$ cat config.mk
export PLATFORM = sky130hd
export DESIGN_NAME = uart_wide_tx
export DESIGN_NICKNAME = d
export VERILOG_FILES = /design/src/rtl/uart_wide_tx_pkg.sv /design/src/rtl/uart_wide_tx_ctrl.sv /design/src/rtl/uart_wide_tx_dp.sv /design/src/rtl/uart_wide_tx.sv
export SDC_FILE = /design/constraint.sdc
export NUM_CORES = 1
export LEC_CHECK = 0
export ABC_AREA = 0
export ABC_CLOCK_PERIOD_IN_PS = 2960
export BUFFER_PORTS_ARGS = -buffer_cell sky130_fd_sc_hd__buf_2
export CAP_MARGIN = 25
export CORE_UTILIZATION = 61
export CTS_BUF_LIST = sky130_fd_sc_hd__clkbuf_4 sky130_fd_sc_hd__clkbuf_8
export DETAILED_ROUTE_END_ITERATION = 10
export MAX_ROUTING_LAYER = met4
export PLACE_DENSITY = 0.82
export SLEW_MARGIN = 30
export SYNTH_ARGS = -nofsm -noshare
export SYNTH_HDL_FRONTEND = slang
export SYNTH_SLANG_ARGS = --single-unit
$ cat constraint.sdc
create_clock -name clk -period 2.96 [get_ports clk]
set_input_delay 0.444 -clock clk [delete_from_list [all_inputs] [get_ports clk]]
set_output_delay 0.444 -clock clk [all_outputs]
set_load 0.05 [all_outputs]
$ cat src/rtl/uart_wide_tx_pkg.sv
package uart_wide_tx_pkg;

  // Character length code for 9-bit characters; codes 0..3 are 5..8 bits.
  localparam logic [2:0] LEN_NINE = 3'd4;

  typedef enum logic [0:0] {
    ST_IDLE = 1'b0,
    ST_PAIR = 1'b1
  } txStateT;

  // Strobes from control to datapath.
  typedef struct packed {
    logic capLow;   // hold fifoData as the low byte of a wide pair
    logic load;     // build a frame and start shifting it
    logic useHeld;  // load: low byte from holding reg, bit 8 from fifoData[0]
  } txStrobeT;

endpackage

$ cat src/rtl/uart_wide_tx_ctrl.sv
module uart_wide_tx_ctrl
  import uart_wide_tx_pkg::*;
(
  input  logic       clk,
  input  logic       rstN,
  input  logic [2:0] cfgLen,
  input  logic       cfgWide,
  input  logic       fifoEmpty,
  input  logic       busy,
  output logic       fifoRd,
  output txStrobeT   strobe
);

  txStateT state, stateNext;
  logic    wideNine;

  assign wideNine = cfgWide && (cfgLen == LEN_NINE);

  always_comb begin
    stateNext = state;
    fifoRd    = 1'b0;
    strobe    = '0;
    case (state)
      ST_IDLE: begin
        // Only start a character once the shifter has finished.
        if (!busy && !fifoEmpty) begin
          fifoRd = 1'b1;
          if (wideNine) begin
            strobe.capLow = 1'b1;
            stateNext     = ST_PAIR;
          end else begin
            strobe.load = 1'b1;
          end
        end
      end
      ST_PAIR: begin
        // Wait, line idle, for the byte carrying bit 8.
        if (!fifoEmpty) begin
          fifoRd         = 1'b1;
          strobe.load    = 1'b1;
          strobe.useHeld = 1'b1;
          stateNext      = ST_IDLE;
        end
      end
      default: stateNext = ST_IDLE;
    endcase
  end

  always_ff @(posedge clk or negedge rstN) begin
    if (!rstN) state <= ST_IDLE;
    else       state <= stateNext;
  end

endmodule

$ cat src/rtl/uart_wide_tx_dp.sv
module uart_wide_tx_dp
  import uart_wide_tx_pkg::*;
#(
  parameter int OVERSAMPLE = 16,
  parameter int DATA_W     = 8
) (
  input  logic              clk,
  input  logic              rstN,
  input  logic              baudTick,
  input  logic [2:0]        cfgLen,
  input  logic              cfgParEn,
  input  logic              cfgParOdd,
  input  logic              cfgTwoStop,
  input  logic [DATA_W-1:0] fifoData,
  input  txStrobeT          strobe,
  output logic              busy,
  output logic              txOut
);

  localparam int NINE_W  = DATA_W + 1;
  localparam int FRAME_W = 1 + NINE_W + 2;
  localparam int CNT_W   = $clog2(FRAME_W + 1);
  localparam int TICK_W  = (OVERSAMPLE > 1) ? $clog2(OVERSAMPLE) : 1;
  localparam int LEN_W   = $clog2(NINE_W + 1);

  logic [DATA_W-1:0]  heldByte;
  logic [NINE_W-1:0]  dataBits;
  logic [NINE_W-1:0]  dataMask;
  logic [LEN_W-1:0]   nData;
  logic               parOn;
  logic               parBit;
  logic [FRAME_W-1:0] frame;
  logic [CNT_W-1:0]   frameLen;

  logic [FRAME_W-1:0] shiftReg;
  logic [CNT_W-1:0]   bitsLeft;
  logic [TICK_W-1:0]  tickCnt;
  logic               bitEnd;

  // Holding register for the low byte of a wide pair.
  always_ff @(posedge clk or negedge rstN) begin
    if (!rstN)              heldByte <= '0;
    else if (strobe.capLow) heldByte <= fifoData;
  end

  // Character assembly, parity and stop insertion.
  always_comb begin
    if (strobe.useHeld) dataBits = {fifoData[0], heldByte};
    else                dataBits = {1'b0, fifoData};

    if (cfgLen < LEN_NINE)    nData = LEN_W'(5) + LEN_W'(cfgLen);
    else if (strobe.useHeld)  nData = LEN_W'(NINE_W);
    else                      nData = LEN_W'(DATA_W);

    dataMask = NINE_W'(((NINE_W+1)'(1)) << nData) - NINE_W'(1);
    parOn    = cfgParEn && (cfgLen < LEN_NINE);
    parBit   = (^(dataBits & dataMask)) ^ cfgParOdd;

    frame    = '1;
    frame[0] = 1'b0;
    for (int i = 0; i < NINE_W; i++) begin
      if (i < int'(nData)) frame[i+1] = dataBits[i];
    end
    if (parOn) frame[int'(nData) + 1] = parBit;

    frameLen = CNT_W'(1) + CNT_W'(nData) + CNT_W'(parOn)
             + (cfgTwoStop ? CNT_W'(2) : CNT_W'(1));
  end

  assign bitEnd = baudTick && (tickCnt == TICK_W'(OVERSAMPLE - 1));

  // Shift register and bit timing.
  always_ff @(posedge clk or negedge rstN) begin
    if (!rstN) begin
      shiftReg <= '1;
      bitsLeft <= '0;
      tickCnt  <= '0;
    end else if (strobe.load) begin
      shiftReg <= frame;
      bitsLeft <= frameLen;
      tickCnt  <= '0;
    end else if (bitsLeft != '0 && baudTick) begin
      if (bitEnd) begin
        tickCnt  <= '0;
        shiftReg <= {1'b1, shiftReg[FRAME_W-1:1]};
        bitsLeft <= bitsLeft - CNT_W'(1);
      end else begin
        tickCnt <= tickCnt + TICK_W'(1);
      end
    end
  end

  assign txOut = shiftReg[0];
  assign busy  = (bitsLeft != '0);

endmodule

$ cat src/rtl/uart_wide_tx.sv
module uart_wide_tx
  import uart_wide_tx_pkg::*;
#(
  parameter int OVERSAMPLE = 16,
  parameter int DATA_W     = 8
) (
  input  logic              clk,
  input  logic              rstN,
  input  logic              baudTick,
  input  logic [2:0]        cfgLen,
  input  logic              cfgParEn,
  input  logic              cfgParOdd,
  input  logic              cfgTwoStop,
  input  logic              cfgWide,
  input  logic              fifoEmpty,
  input  logic [DATA_W-1:0] fifoData,
  output logic              fifoRd,
  output logic              txOut,
  output logic              busy
);

  txStrobeT strobe;

  uart_wide_tx_ctrl u_ctrl (
    .clk      (clk),
    .rstN     (rstN),
    .cfgLen   (cfgLen),
    .cfgWide  (cfgWide),
    .fifoEmpty(fifoEmpty),
    .busy     (busy),
    .fifoRd   (fifoRd),
    .strobe   (strobe)
  );

  uart_wide_tx_dp #(
    .OVERSAMPLE(OVERSAMPLE),
    .DATA_W    (DATA_W)
  ) u_dp (
    .clk       (clk),
    .rstN      (rstN),
    .baudTick  (baudTick),
    .cfgLen    (cfgLen),
    .cfgParEn  (cfgParEn),
    .cfgParOdd (cfgParOdd),
    .cfgTwoStop(cfgTwoStop),
    .fifoData  (fifoData),
    .strobe    (strobe),
    .busy      (busy),
    .txOut     (txOut)
  );

endmodule

* Word-level counts from Yosys, hierarchy flattened
Cells that the tools add are included. Widths: inputs -> output; s select.
Storage, ports and cells: register bits after elaboration 29, latch bits 0, memory bits (writable) 0, memory bits (read-only) 0, input port bits 19, memories kept 0
Operators by class: add/subtract/negate cells 8, multipliers 0, div/mod/pow operators 0, order comparisons 12, eq/ne operators 2, shift-type cells 1, multiplexer cells 39, bitwise logic cells 3, reduce and logical (&&, ||, !) cells 13
Operators with widths (number):
- $mux 12 | 4
- $ge 32x1->1 const B | 1
- $lt 32x6->1 const B | 1
- $mux 4 | 7
- $mux 1 | 19
- $lt 3x4->1 const A | 4
- $bwmux 12 | 1
- $and 9x9->9 | 1
- $mux 9 | 1
- $reduce_xor 9->1 | 1
- $shl 1x4->9 const A | 1
- $sub 9x2->9 const B | 1
- $lt 1x4->1 const A | 2
- $lt 2x4->1 const A | 2
- $logic_and 1x1->1 | 6
- $mux 2 | 3
- $pmux 1 s2 | 3
- $add 4x1->5 const B | 1
- $add 1x4->4 const A | 1
- $add 3x3->4 const A | 1
- $add 4x1->4 | 1
- $add 4x1->4 const B | 1
- $add 4x4->4 | 1
- $demux 1 s4 | 1
- 11 further kinds | 13

* Depth between registers and ports, before layout
Gate-level depths: netlist (run 1).
depth after elaboration 12, gate-level depth with buffers 16

* Modules after synthesis
Synthesis (run 1) repeated with hierarchy kept, for this count alone.
Second synthesis, totals: cells, all modules 264, area total of the unflattened synthesis 2334.7 um^2
By module, submodules not included:
- uart_wide_tx_dp | instances 1, cells an instance 253, area an instance 2218.4 um^2, seq. area each 715.7 um^2
- uart_wide_tx_ctrl | instances 1, cells an instance 11, area an instance 116.4 um^2, seq. area each 25.0 um^2

* Worst setup path before layout (run 1)
OpenSTA, ideal clock, no wires.
path type in2reg, from input port cfgLen[0], to register u_dp.shiftReg[11], setup time 98 ps, arrival time 3522 ps, required time 2862 ps, setup slack -660 ps, stages on the path 16, cell sequence clkbuf_8 > inv_1 > ha_1 > clkbuf_8 > nor2_1 > nand3_1 > ha_1 > buf_6 > or2_1 > o41ai_2 > a22oi_1 > o2111a_1 > nor3_1 > xnor3_2 > nor2_4 > a41oi_2
Between the ends: word-level cells in the longest chain between the ends 10, elaborated cells on any way between the ends 26, those cells by class 3 x add/sub; 3 x order compare; 1 x eq/ne; 1 x shift; 9 x mux; 2 x bitwise; 7 x reduce/logical
RTL lines:
- start, declared | RTL line uart_wide_tx.sv:10 | input logic [2:0] cfgLen,
- $add 3x3->4 / $lt 3x3->1 (equally long branches) | RTL line uart_wide_tx_dp.sv:51, uart_wide_tx_dp.sv:56
- $mux 4 | RTL line uart_wide_tx_dp.sv:51 | if (cfgLen < LEN_NINE) nData = LEN_W'(5) + LEN_W'(cfgLen);
- $add 4x1->5 / $shl 1x4->9 (equally long branches) | RTL line uart_wide_tx_dp.sv:64, uart_wide_tx_dp.sv:55
- $ge 32x1->1 (not written as such) (tied with other cells) | RTL line uart_wide_tx_dp.sv:64 | if (parOn) frame[int'(nData) + 1] = parBit;
- $logic_and 1x1->1 (not written as such) / $and 9x9->9 (equally long branches) | RTL line uart_wide_tx_dp.sv:64, uart_wide_tx_dp.sv:57
- $mux 1 (not written as such) / $reduce_xor 9->1 (equally long branches) | RTL line uart_wide_tx_dp.sv:64, uart_wide_tx_dp.sv:57
- $demux 1 s4 / $xor 1x1->1 (equally long branches)
- $bwmux 12 | RTL line uart_wide_tx_dp.sv:64
- $mux 12 | RTL line uart_wide_tx_dp.sv:64
- $mux 12 | RTL line uart_wide_tx_dp.sv:78 | end else if (strobe.load) begin
- end signal, assigned | RTL line uart_wide_tx_dp.sv:79 | shiftReg <= frame;
- end signal, assigned | RTL line uart_wide_tx_dp.sv:85 | shiftReg <= {1'b1, shiftReg[FRAME_W-1:1]};
- end, declared | RTL line uart_wide_tx_dp.sv:35 | logic [FRAME_W-1:0] shiftReg;
Parallel ways exist; a longest one is shown, timed or not. A chain may end at the register's enable or synchronous reset.

* Worst setup path after layout (run 1)
Ends and elaborated chain as after synthesis.

==> results by group, run 1 <==
Timing
  • Hold Slack: 181 ps
  • Layout Skew: 11.4 ps
  • Pin slew with the least headroom to its limit: 643 ps
  • Worst setup margin: -104 ps
  • Fmax: 326 MHz
  • Relative slew slack: 0.571
  • Max Transition Viols Final: 0
  • Final setup fails: 7
  • Tmin final: 3060 ps
  • Final hold vios: 0
  • Fin crit share: 1.04
  • RSZ-0062 raised after global routing: yes

Yosys
  • Largest family of logic cells by synthesized area: simple AND/OR/NAND/NOR gates
  • Most common cell in the netlist: nand2_1
  • Syn Area/Cell: 9.10 um2
  • Post-synth top cells: 27 x nand2_1, 20 x nor2_1, 17 x dfrtp_1
  • Sequential share of the synthesized area: 0.327
  • Area leader, netlist: dfrtp_1
  • Number of synthesized flops with an enable pin: 0
  • Syn nets: 279
  • Post-Synth Adder-Cell Area: 0.0641
  • Post-Synth Simple-Gate Area: 0.202
  • Largest cells by area after synthesis: dfrtp_1 19%, dfstp_2 14%, ha_1 5.5%
  • Seq cells post-synth: 29
  • Area share of the largest cell type after synthesis: 0.188
  • Top_reg_cell synth: dfrtp_1
  • Synth Area in XOR/XNOR: 0.0569
  • Cell variety after synth: 55
  • Ys Warns: 0
  • Cells after Synth: 249
  • Post-synthesis mux area share: 0.108
  • Post-synthesis cell area: 2260 um2
  • Synth Area in Compound Gates: 0.165
  • Async S/R FF share, synth: 1.00

Layout
  • Layout area overhead: 19.4%
  • Diodes inserted: 0
  • Design Area, Final: 2700 um2
  • Filler instances: 225
  • Finished Core Util: 0.786
  • Non-filler cells, final: 332
  • Fin nets: 315
  • Share of cells above drive strength 1: 0.353

Critical path
  • Critical Path Start: cfgLen[0]
  • Critical Path End Type: register
  • Worst setup path endpoint: u_dp.shiftReg[11]$_DFFE_PN1P_
  • Setup slack, reg-to-reg: 480 ps
  • Worst path required time: 3160 ps
  • Reg2reg end: u_dp.shiftReg[11]$_DFFE_PN1P_
  • Worst-path maximum fanout: 5
  • FF-to-FF Start: u_ctrl.state$_DFF_PN0_
  • Reg2reg path depth: 8
  • Startpoint types: input port
  • Critical path class: in2reg
  • Worst Path Arrival: 3260 ps

Status
  • Failing checks: setup timing
  • Status: finished, violations left

Power
  • Switching part of the total power: 0.362
  • Power Density: 633 nW/um2
  • IR drop worst, VDD: 0.305 mV
  • Sequential Power Share: 0.420
  • Psw: 0.000621 W
  • Clock share of power: 0.213
  • Internal power: 0.00109 W
  • Leak: 1.24 nW
  • Share of total power in combinational logic: 0.367

Placement
  • Final Wtd Congestion: 0.924
  • I/O Buffers: 21
  • Placed insts: 320
  • HPWL after DPL: 4.05 mm
  • Placed Area: 2490 um2
  • Pre-CTS setup slack: -175 ps

Floorplan
  • Die width: 62.9 um
  • Total Die Area: 3960 um2
  • Initial Util: 0.658
  • Row Count: 21
  • Die Height: 62.9 um
  • I/O Pins: 22
  • Core area: 3440 um2

Clocking
  • H-tree depth: 2
  • CTS Sinks: 29
  • Total CTS buffers: 5
  • Clock slew at reported path FFs: 70 ps
  • Clock Latency Late Sink: 290 ps
  • Root Driver: clkbuf_8
  • CTS tree: built
  • Clock Path Buffers: 2

Routing
  • Drt wl/cell: 17.9 um
  • Drt pass-1 iters: 7
  • Drt total wl: 5.96 mm
  • Via Count: 2093
  • Vias per std cell: 6.30
  • DRC: 0
  • Number of antenna-violating nets in the routed design: 0
  • Iter 0 DRT Violations: 218

Global route
  • Initial antenna violation count: 0
  • Vias in the first global route: 1949
  • Met1 Use GR: 0.412
  • Tot GR Track Use: 0.314
  • GRT busiest layer: met2
  • First-pass GRT wire length: 9.34 mm
  • GR Util met2: 0.497
  • Congestion Overflow GR: 0
  • Largest net degree at the start of global routing: 30
  • Met3 GRT Util: 0.0511

Run
  • Max Cap Viol: 0

Worst hold path
  • Hold WC Path Type: in2async
[worst min path at each step]
stage | cells past startpoint | slack (ps) | end | from
2_1_floorplan | 0 | 150 | u_ctrl.state$_DFF_PN0_ | rstN
3_3_place_gp | 2 | 460 | u_dp.shiftReg[0]$_DFFE_PN1P_ | u_dp.shiftReg[0]$_DFFE_PN1P_
3_5_place_dp | 2 | 460 | u_dp.shiftReg[0]$_DFFE_PN1P_ | u_dp.shiftReg[0]$_DFFE_PN1P_
4_1_cts | 1 | 200 | u_dp.tickCnt[2]$_DFFE_PN0P_ | rstN
5_1_grt | 1 | 230 | u_dp.tickCnt[2]$_DFFE_PN0P_ | rstN
6_report | 1 | 180 | u_dp.tickCnt[2]$_DFFE_PN0P_ | rstN
[what timing repair did]
action,in CTS,in global routing
hold buffers,0,0
setup buffers,0,4
resized for setup,0,17
setup endpoints to repair,0,8
[power by group through the flow]
| stage | Combinational (W) | Clock [W] | Sequential (W) |
|---|---|---|---|
| 2_1_floorplan | 0.000457 | 0 | 0.000697 |
| 3_3_place_gp | 0.000568 | 0 | 0.000708 |
| 3_5_place_dp | 0.000591 | 0 | 0.000716 |
| 4_1_cts | 0.000596 | 0.000366 | 0.000710 |
| 5_1_grt | 0.000692 | 0.000378 | 0.000738 |
| 6_report | 0.000629 | 0.000365 | 0.000719 |
[routing by layer]
layer	share of wire	vias up
met1	0.42	1009
met5	0	-
met2	0.48	109
li1	-	956
met3	0.076	19
met4	0.024	0
[sequential cells by signal (all words and copies together) (netlist names)]
register / flops
u_dp.shiftReg: 12
u_ctrl.state: 1
u_dp.heldByte: 8
u_dp.bitsLeft: 4
u_dp.tickCnt: 4
[critical path, stage by stage]
cell and delay (ps):
buf_8 110, inv_8 50, ha_4 210, nor2_4 100
nand3_2 110, ha_4 180, or2_4 260, o41ai_4 320
a22oi_2 150, o2111a_1 290, nor3_2 210, xnor3_2 540
nor2_4 190, a41oi_2 120
[through the flow]
step,total power (W),TNS (ps)
final,0.00171,-439
after global routing,0.00181,-1250
after CTS,0.00167,0
after detailed placement,0.00131,-1020
after global placement,0.00128,-190
after floorplan,0.00115,-1260
[cell usage in the layout (no fill, tap or decap), types with 2 or more instances in the layout]
cell,instances
a211oi_1,2
a21oi_1,15
a221oi_2,2
a31oi_1,9
and3_1,2
buf_2,19
buf_4,23
buf_8,2
clkbuf_8,7
dfrtp_1,17
dfstp_2,12
ha_1,8
ha_4,2
inv_1,12
mux2_2,11
mux2i_1,12
nand2_1,27
nand3_1,11
nand3_2,2
nand4_1,3
nor2_1,18
nor2_4,3
nor2b_1,3
nor3_1,4
nor3b_1,2
nor4bb_1,2
o21ai_0,8
o21ai_1,3
or2_2,2
xnor2_1,7
xor2_1,5
[kinds of logic after synthesis]
| family | count (synthesis) |
|---|---|
| buf+inv | 29 |
| compound gates | 53 |
| xor+xnor | 13 |
| simple gates | 91 |
| flops | 29 |
| fa+ha+maj | 11 |
| mux | 23 |
[final cells by class]
| cell class | instances | area, um2 | share of cell area |
|---|---|---|---|
| Sequential cell | 29 | 741 | 0.274 |
| Multi-Input combinational cell | 191 | 1440 | 0.533 |
| Clock inverter | 1 | 5.00 | 0.00185 |
| Inverter | 14 | 65.1 | 0.0241 |
| Timing Repair Buffer | 44 | 298 | 0.110 |
| Tap cell | 46 | 57.6 | 0.0213 |
| Clock buffer | 7 | 96.3 | 0.0356 |
Note: power is estimated with default switching activity, not from simulation.
==> run 2, diff against run 1 <==
--- a/config.mk
+++ b/config.mk
@@ -14,6 +14,7 @@
 export DETAILED_ROUTE_END_ITERATION = 10
 export MAX_ROUTING_LAYER = met4
 export PLACE_DENSITY = 0.82
+export SETUP_SLACK_MARGIN = 0.02
 export SLEW_MARGIN = 30
 export SYNTH_ARGS = -nofsm -noshare
 export SYNTH_HDL_FRONTEND = slang
==> results by group, run 2 (same netlist as run 1, synthesis figures left out) <==
Floorplan
  • Die Height: 62.9 um (unchanged)
  • Total Die Area: 3960 um2 (unchanged)
  • Core area: 3440 um2 (unchanged)
  • Row Count: 21 (unchanged)
  • Initial Util: 0.658 (unchanged)
  • I/O Pins: 22 (unchanged)
  • Die width: 62.9 um (unchanged)

Timing
  • Tmin final: 3060 ps (-5.48 ps)
  • Fin crit share: 1.03 (-0.00185)
  • Worst setup margin: -98.3 ps (+5.48 ps)
  • Final setup fails: 7 (unchanged)
  • RSZ-0062 raised after global routing: yes
  • Pin slew with the least headroom to its limit: 642 ps (-1.01 ps)
  • Setup TNS: -433 ps (+6.27 ps)
  • Max Transition Viols Final: 0 (unchanged)
  • Layout Skew: 9.29 ps (-2.12 ps)
  • Relative slew slack: 0.572 (+0.000674)
  • Fmax: 327 MHz (+0.18%)
  • Final hold vios: 0 (unchanged)
  • Hold Slack: 181 ps (-0.436 ps)

Clocking
  • CTS Sinks: 29 (unchanged)
  • Clock Path Buffers: 2 (unchanged)
  • Clock Latency Late Sink: 280 ps (about the same)
  • # hold bufs at CTS: 0 (unchanged)
  • Root Driver: clkbuf_8
  • CTS tree: built
  • Clock slew at reported path FFs: 70 ps (about the same)
  • Total CTS buffers: 5 (unchanged)
  • H-tree depth: 2 (unchanged)

Global route
  • Tot GR Track Use: 0.314 (unchanged)
  • First-pass GRT wire length: 9.34 mm (unchanged)
  • Initial antenna violation count: 0 (unchanged)
  • Congestion Overflow GR: 0 (unchanged)
  • Vias in the first global route: 1949 (unchanged)
  • Largest net degree at the start of global routing: 30 (unchanged)

Critical path
  • Startpoint types: input port
  • Worst Path Arrival: 3260 ps (about the same)
  • Worst path required time: 3160 ps (about the same)
  • Critical Path End Type: register
  • Critical path class: in2reg
  • Setup slack, reg-to-reg: 480 ps (about the same)
  • Worst-path maximum fanout: 5 (unchanged)

Routing
  • Drt pass-1 iters: 5 (-2)
  • Number of antenna-violating nets in the routed design: 0 (unchanged)
  • Drt total wl: 5.99 mm (+0.54%)
  • DRC: 0 (unchanged)
  • Iter 0 DRT Violations: 216 (-0.92%)
  • Via Count: 2082 (-0.53%)
  • Vias per std cell: 6.27 (-0.53%)
  • Drt wl/cell: 18.0 um (+0.54%)

Worst hold path
  • Hold WC Path Type: in2async

Layout
  • Largest Register: u_dp.shiftReg
  • Number of flip-flops under the largest register name: 12 (unchanged)
  • Design Area, Final: 2700 um2 (unchanged)
  • Fin nets: 315 (unchanged)
  • Layout area overhead: 19.4% (unchanged)
  • Diodes inserted: 0 (unchanged)
  • Register area: 741 um2 (unchanged)
  • Share of cells above drive strength 1: 0.353 (unchanged)
  • Largest registers: u_dp.shiftReg x12, u_dp.heldByte x8
  • Multi-input logic area: 1440 um2 (unchanged)
  • Filler instances: 225 (unchanged)
  • Commonest non-fill, non-tap cell in the layout: nand2_1
  • Most frequent cells in the layout: 27 x nand2_1, 23 x buf_4, 19 x buf_2, 18 x nor2_1, 17 x dfrtp_1

Power
  • Power Density: 632 nW/um2 (-0.16%)
  • IR drop worst, VDD: 0.306 mV (+0.32%)
  • Share of total power in combinational logic: 0.368 (about the same)
  • Internal power: 0.00109 W (about the same)
  • Sequential Power Share: 0.421 (about the same)
  • Clock share of power: 0.212 (about the same)
  • Leak: 1.24 nW (unchanged)
  • Switching part of the total power: 0.361 (-0.00105)
  • Psw: 0.000618 W (-0.45%)

Placement
  • HPWL after DPL: 4.05 mm (unchanged)
  • I/O Buffers: 21 (unchanged)
  • Placed Area: 2490 um2 (unchanged)
  • Final Wtd Congestion: 0.924 (unchanged)

Run
  • Max Cap Viol: 0 (unchanged)

Status
  • Failing checks: setup timing
  • Status: finished, violations left
[run 2: cell counts in the layout (fill, tap and decap cells not counted)]
Identical to the previous run, type by type.
[run 2: routing by layer]
metal | vias to the layer above | global-route usage | share of wire
met5 | - | - | 0
met1 | 1017 | 0.412 | 0.42
met3 | 14 | 0.0511 | 0.068
met2 | 99 | 0.497 | 0.49
met4 | 0 | 0.0930 | 0.017
li1 | 952 | - | -
[run 2: cell type report]
class / instances / share of cell area
clock inverter: 1 / 0.00185
timing repair buffer: 44 / 0.110
tap: 46 / 0.0213
sequential: 29 / 0.274
clock buffer: 7 / 0.0356
multi-input combinational: 191 / 0.533
inverter: 14 / 0.0241
[run 2: what timing repair did]
| action | 4_1_cts | 5_1_grt |
|---|---|---|
| setup endpoints to repair | 0 | 8 |
| gates resized for setup | 0 | 17 |
| setup buffers | 0 | 4 |
[run 2: power groups by stage]
stage                     Sequential, W  Combinational [W]  Clock [W]
after floorplan                0.000697           0.000457          0
after global placement         0.000708           0.000568          0
after detailed placement       0.000716           0.000591          0
after CTS                      0.000710           0.000596   0.000366
after global routing           0.000738           0.000692   0.000378
final                          0.000719           0.000628   0.000362
[run 2: final timing paths]
check | from | endpoint | depth (start not counted)
max in group asynchronous | rstN | u_dp.heldByte[1]$_DFFE_PN0P_ | 1
hold / removal | rstN | u_dp.tickCnt[2]$_DFFE_PN0P_ | 1
setup reg to reg | u_dp.bitsLeft[0]$_DFFE_PN0P_ | u_dp.heldByte[4]$_DFFE_PN0P_ | 6
min in group clk | fifoData[2] | u_dp.heldByte[2]$_DFFE_PN0P_ | 2
setup / recovery | cfgLen[0] | u_dp.shiftReg[11]$_DFFE_PN1P_ | 14
hold reg to reg | u_dp.shiftReg[0]$_DFFE_PN1P_ | u_dp.shiftReg[0]$_DFFE_PN1P_ | 2
[run 2: critical path, cell delays in order]
cell and delay (ps):
buf_8 110, inv_8 50, ha_4 200, nor2_4 100
nand3_2 110, ha_4 180, or2_4 260, o41ai_4 320
a22oi_2 150, o2111a_1 290, nor3_2 200, xnor3_2 540
nor2_4 190, a41oi_2 110
[run 2: metrics by stage]
step	power [W]	instances	setup slack, ps	util
2_1_floorplan	0.00115	249	-200	-
3_5_place_dp	0.00131	320	-175	0.724
4_1_cts	0.00167	328	106	0.754
3_3_place_gp	0.00128	320	-48.5	0.724
5_1_grt	0.00181	332	-203	0.786
6_report	0.00171	332	-98.3	0.786
